$ cat src/rtl/txbd_engine.sv
module txbd_engine #(
  parameter int NUM_DESC = 8,
  parameter int BUF_AW   = 16,
  localparam int IDX_W   = (NUM_DESC > 1) ? $clog2(NUM_DESC) : 1
) (
  input  logic              clk,
  input  logic              rst_n,
  input  logic              host_we,
  input  logic [IDX_W:0]    host_addr,
  input  logic [31:0]       host_wdata,
  output logic [31:0]       host_rdata,
  output logic              buf_rd_en,
  output logic [BUF_AW-1:0] buf_addr,
  input  logic [31:0]       buf_rdata,
  output logic [7:0]        tx_data,
  output logic              tx_valid,
  input  logic              tx_ready,
  output logic              tx_last,
  input  logic              cmp_valid,
  input  logic [8:0]        cmp_status,
  output logic              int_sent,
  output logic              int_err
);

  typedef enum logic [2:0] {S_POLL, S_RD, S_CAP, S_OUT, S_STAT} state_t;

  localparam logic [IDX_W-1:0] LAST_IDX = IDX_W'(NUM_DESC - 1);

  state_t            state;
  logic [31:0]       st_mem  [NUM_DESC];
  logic [31:0]       ptr_mem [NUM_DESC];
  logic [IDX_W-1:0]  cur;
  logic              poll_pend;
  logic [15:0]       left;
  logic [BUF_AW-1:0] waddr;
  logic [31:0]       word;
  logic [1:0]        bsel;

  logic [31:0] cur_st;
  assign cur_st = st_mem[cur];

  assign buf_rd_en = (state == S_RD);
  assign buf_addr  = waddr;
  assign tx_valid  = (state == S_OUT);
  assign tx_data   = word[31:24];
  assign tx_last   = tx_valid && (left == 16'd1);

  always_ff @(posedge clk) begin
    if (!rst_n) begin
      state      <= S_POLL;
      cur        <= '0;
      poll_pend  <= 1'b1;
      left       <= '0;
      waddr      <= '0;
      word       <= '0;
      bsel       <= '0;
      int_sent   <= 1'b0;
      int_err    <= 1'b0;
      host_rdata <= '0;
      for (int i = 0; i < NUM_DESC; i++) begin
        st_mem[i]  <= '0;
        ptr_mem[i] <= '0;
      end
    end else begin
      int_sent   <= 1'b0;
      int_err    <= 1'b0;
      host_rdata <= host_addr[0] ? ptr_mem[host_addr[IDX_W:1]] : st_mem[host_addr[IDX_W:1]];

      if (host_we) begin
        if (host_addr[0]) ptr_mem[host_addr[IDX_W:1]] <= host_wdata;
        else              st_mem[host_addr[IDX_W:1]]  <= host_wdata;
      end

      case (state)
        S_POLL: if (poll_pend) begin
          poll_pend <= 1'b0;
          if (cur_st[15]) begin
            left  <= cur_st[31:16];
            waddr <= ptr_mem[cur][BUF_AW+1:2];
            bsel  <= '0;
            state <= (cur_st[31:16] == 16'd0) ? S_STAT : S_RD;
          end
        end
        S_RD:  state <= S_CAP;
        S_CAP: begin
          word  <= buf_rdata;
          state <= S_OUT;
        end
        S_OUT: if (tx_ready) begin
          left <= left - 16'd1;
          word <= word << 8;
          bsel <= bsel + 2'd1;
          if (left == 16'd1) state <= S_STAT;
          else if (bsel == 2'd3) begin
            waddr <= waddr + 1'b1;
            state <= S_RD;
          end
        end
        S_STAT: if (cmp_valid) begin
          st_mem[cur] <= {cur_st[31:16], 1'b0, cur_st[14:9], cmp_status};
          int_sent    <= cur_st[14];
          int_err     <= cur_st[14] & (cmp_status[8] | cmp_status[3] | cmp_status[2]);
          cur         <= (cur_st[13] || cur == LAST_IDX) ? '0 : cur + 1'b1;
          poll_pend   <= 1'b1;
          state       <= S_POLL;
        end
        default: state <= S_POLL;
      endcase

      if (host_we) poll_pend <= 1'b1;
    end
  end

endmodule

$ cat config.mk
export PLATFORM = sky130hd
export DESIGN_NAME = txbd_engine
export DESIGN_NICKNAME = d
export VERILOG_FILES = /design/src/rtl/txbd_engine.sv
export SDC_FILE = /design/constraint.sdc
export NUM_CORES = 1
export LEC_CHECK = 0
export CAP_MARGIN = 15
export CORE_MARGIN = 5
export CORE_UTILIZATION = 50
export DETAILED_ROUTE_END_ITERATION = 8
export DONT_BUFFER_PORTS = 1
export PLACE_DENSITY_LB_ADDON = 0.25
export SLEW_MARGIN = 30
export SYNTH_ARGS = -nofsm -noshare
export SYNTH_HDL_FRONTEND = slang
export SYNTH_SLANG_ARGS = --single-unit
export TNS_END_PERCENT = 30
$ cat constraint.sdc
create_clock -name clk -period 8.2 [get_ports clk]
set_input_delay 1.23 -clock clk [delete_from_list [all_inputs] [get_ports clk]]
set_output_delay 1.23 -clock clk [all_outputs]
set_load 0.05 [all_outputs]
==> results.json <==
{
  "p_sw_uw": 1740,
  "die_width_um": 261,
  "final_nets": 2799,
  "min_from": "word[13]",
  "rsz0062_at_grt": "no",
  "antenna_found_initial": 4,
  "initial_core_util": 0.501,
  "wl_mm": 109,
  "htreeDepth": 3,
  "rows": 92,
  "routed_via_density": 7.02,
  "end_kind": "output pin",
  "first_global_vias": 24745,
  "fin_skew_ns": 0.0303,
  "place_congestion": 0.869,
  "cts.path.max_buffers": 3,
  "grt_pass1_wl_mm": 159,
  "final_hold_viol_count": 0,
  "p_clk_frac": 0.428,
  "cts_sinks": 622,
  "cts_tree": "done",
  "n_fill_cell": 5255,
  "pin_count": 143,
  "multi_input_area_um2": 12900,
  "tns_ns": 0,
  "clkTransAtPathRegs_ns": 0.06,
  "detail-route-antenna-nets": 0,
  "fmax_mhz": 233,
  "rr_endpoint": "state[2]",
  "p_leak_uw": 0.0123,
  "synthTopCellsByArea": "edfxtp_1 48%, dfxtp_1 7.5%, mux4_2 5.4%",
  "holdPathEnd": "word[13]",
  "arrival_ns": 3.06,
  "drive_above_1_share": 0.115,
  "maxSlewViolCount": 0,
  "portBuffers": 0,
  "p_per_area_nw_per_um2": 215,
  "whs_path_depth": 2,
  "hpwl_mm": 62.0,
  "drcViolationCount": 0,
  "worstSkewPairLatency_ns": 0.61,
  "holdBufCountCts": 0,
  "synth_seq_cells": 622,
  "post_cts_buffers": 0,
  "crit_path_max_fanout": 8,
  "post_drt_wl_per_cell_um": 30.1,
  "coreArea_um2": 62700,
  "ys_seq_area_frac": 0.556,
  "period_needed_ns": 4.29,
  "synth-main-ff-cell": "edfxtp_1",
  "synth_edf_count": 504,
  "swShare": 0.236,
  "cts_root_buffer": "clkbuf_16",
  "cts_inserted_buffers": 68,
  "post-route-util": 0.546,
  "synth_top_area_frac": 0.481,
  "first_iter_violations": 4006,
  "grt_max_degree": 136,
  "rrSetupSlack_ns": 4.23,
  "fin_crit_sh": 0.523,
  "yosysUniqueCellTypes": 64,
  "path_class": "register to output pin",
  "netlist_area_um2": 31400,
  "worst_pin_slew_ns": 0.948,
  "first_pass_iters": 6,
  "p_seq_frac": 0.507,
  "cell_internal_pwr_uw": 5630,
  "ff2ff_path_depth": 7,
  "maxSlewHeadroom": 0.350,
  "maxCapViolations": 0,
  "hold_class": "register to register",
  "regArea_um2": 17500,
  "finalSetupViolCount": 0,
  "syn_area_per_cell_um2": 10.8,
  "cts-resized-gates": 0,
  "pwr-share-comb": 0.065,
  "ir_drop_mv": 0.140,
  "cp-start-kind": "register",
  "netlist_instances": 2904,
  "die_area_um2": 68000,
  "grt_usage": 0.309,
  "ys_async_sr_fraction": 0,
  "holdWs_ns": 0.452,
  "status": "finished, final reports clean",
  "syn_nets": 2992,
  "cp.required_ns": 6.97,
  "synth_warnings": 0,
  "area_delta_synth_final_pct": 8.92,
  "yosysTopAreaCell": "edfxtp_1",
  "die_h_um": 261,
  "vias": 25358,
  "globalRouteOverflowTotal": 0
}
==> synth_stat cells (11+ instances only) <==
master / number
clkbuf_1: 249
nand4_1: 25
mux2i_1: 92
dfxtp_1: 118
o221ai_1: 24
nand3_1: 301
nor2b_1: 34
mux2_2: 19
a22o_1: 24
o211ai_1: 11
a21oi_1: 99
a21boi_1: 34
a31oi_1: 20
nor3_1: 25
buf_2: 19
o21ai_1: 41
nand2_1: 322
a22oi_1: 80
a221oi_1: 33
nor2_1: 82
and3_1: 272
o21ai_0: 220
edfxtp_1: 504
buf_4: 11
buf_1: 39
mux4_2: 76
o22ai_1: 23
==> critical path, stage by stage (launching register included) <==
cell and delay (ns):
dfxtp_1 0.38, nor4_1 0.61, nand4_1 0.57, nor2_1 0.89
==> layout by cell type (no fill, tap or decap), types with 6 or more instances in the layout <==
cell       netlist  final
nor2_2           0      9
clkbuf_1       249     18
nor2b_1         34     31
a22oi_1         80     80
nand2_1        322    318
clkbuf_8         0      9
clkinv_2         0      9
o22ai_1         23     23
a21oi_1         99     98
nor3_1          25     21
clkbuf_16        0     71
a21boi_1        34     34
o21ai_0        220    216
ha_1             6      6
o221ai_1        24     24
a31oi_1         20     20
a221oi_1        33     33
nand4_1         25     25
o21ai_1         41     40
nand3_2          0      6
bufinv_16        0      7
nor2_1          82     70
inv_1            6      6
buf_4           11     55
mux2i_1         92     92
o211ai_1        11     11
a22o_1          24     24
and3_1         272    270
mux4_2          76     76
clkinv_1         0      7
edfxtp_1       504    504
nand3_1        301    293
mux2_2          19     19
dfxtp_1        118    116
==> worst max path at each step <==
stage                     slack [ns]  depth (start not counted)             to    startpoint
after global routing            3.86                          3        tx_last       left[4]
after global placement          3.88                          4  st_mem[4][29]     cmp_valid
after floorplan                 3.23                          5  ptr_mem[5][0]  host_addr[3]
final                           3.91                          3        tx_last       left[4]
after detailed placement        3.89                          5  st_mem[0][21]     cmp_valid
after CTS                       3.97                          3        tx_last       left[4]
==> sequential cells by signal (all words and copies together) (netlist names), named ones only <==
register and count:
cur 3, buf_addr 16, state 3, host_rdata 32, word 32, bsel 2, poll_pend 1, left 16
int_err 1, ptr_mem 256, int_sent 1, st_mem 256
==> area by class of cell <==
cell class	instances	area share
multi-input combinational	1951	0.376
tap	846	0.0309
timing repair buffer	59	0.0151
inverter	9	0.000986
clock inverter	24	0.00847
clock buffer	98	0.0575
antenna	1	0.0000731
sequential	622	0.511
==> power by group through the flow <==
stage	Combinational, uW	Clock, uW	Sequential, uW
floorplan	370	0	3750
global placement	453	0	3790
detailed placement	462	0	3800
CTS	463	3170	3740
global route	504	3290	3750
finish	478	3160	3740
==> stage by stage <==
stage / cell area (um^2) / cells / total power [uW] / setup slack, ns
after floorplan: 31400 / 2904 / 4130 / 3.23
after global placement: 31800 / 3483 / 4250 / 3.88
after detailed placement: 32000 / 3487 / 4260 / 3.89
after CTS: 34200 / 3609 / 7370 / 3.97
after global routing: 34200 / 3609 / 7540 / 3.86
final: 34300 / 3610 / 7380 / 3.91
==> routing by layer <==
layer	global-route usage	vias up	part of all wire
li1	-	10630	-
met1	0.411	12460	0.37
met2	0.483	1920	0.45
met3	0.0883	346	0.14
met4	0.121	2	0.042
met5	0	-	0.00012
==> kinds of logic (layout without fill, tap and decap cells) <==
logic type                 after synthesis  in the layout  share of synthesized area
DFF                                    622            622                      0.556
other                                    0              1                          0
and+or+nand+nor                       1100           1100                      0.174
muxes                                  191            191                     0.0939
AOI/OAI and AO/OA                      654            654                      0.131
buffers and inverters                  331            190                     0.0423
adders and majority gates                6              6                    0.00239
Power figures use the tool's default switching activity.
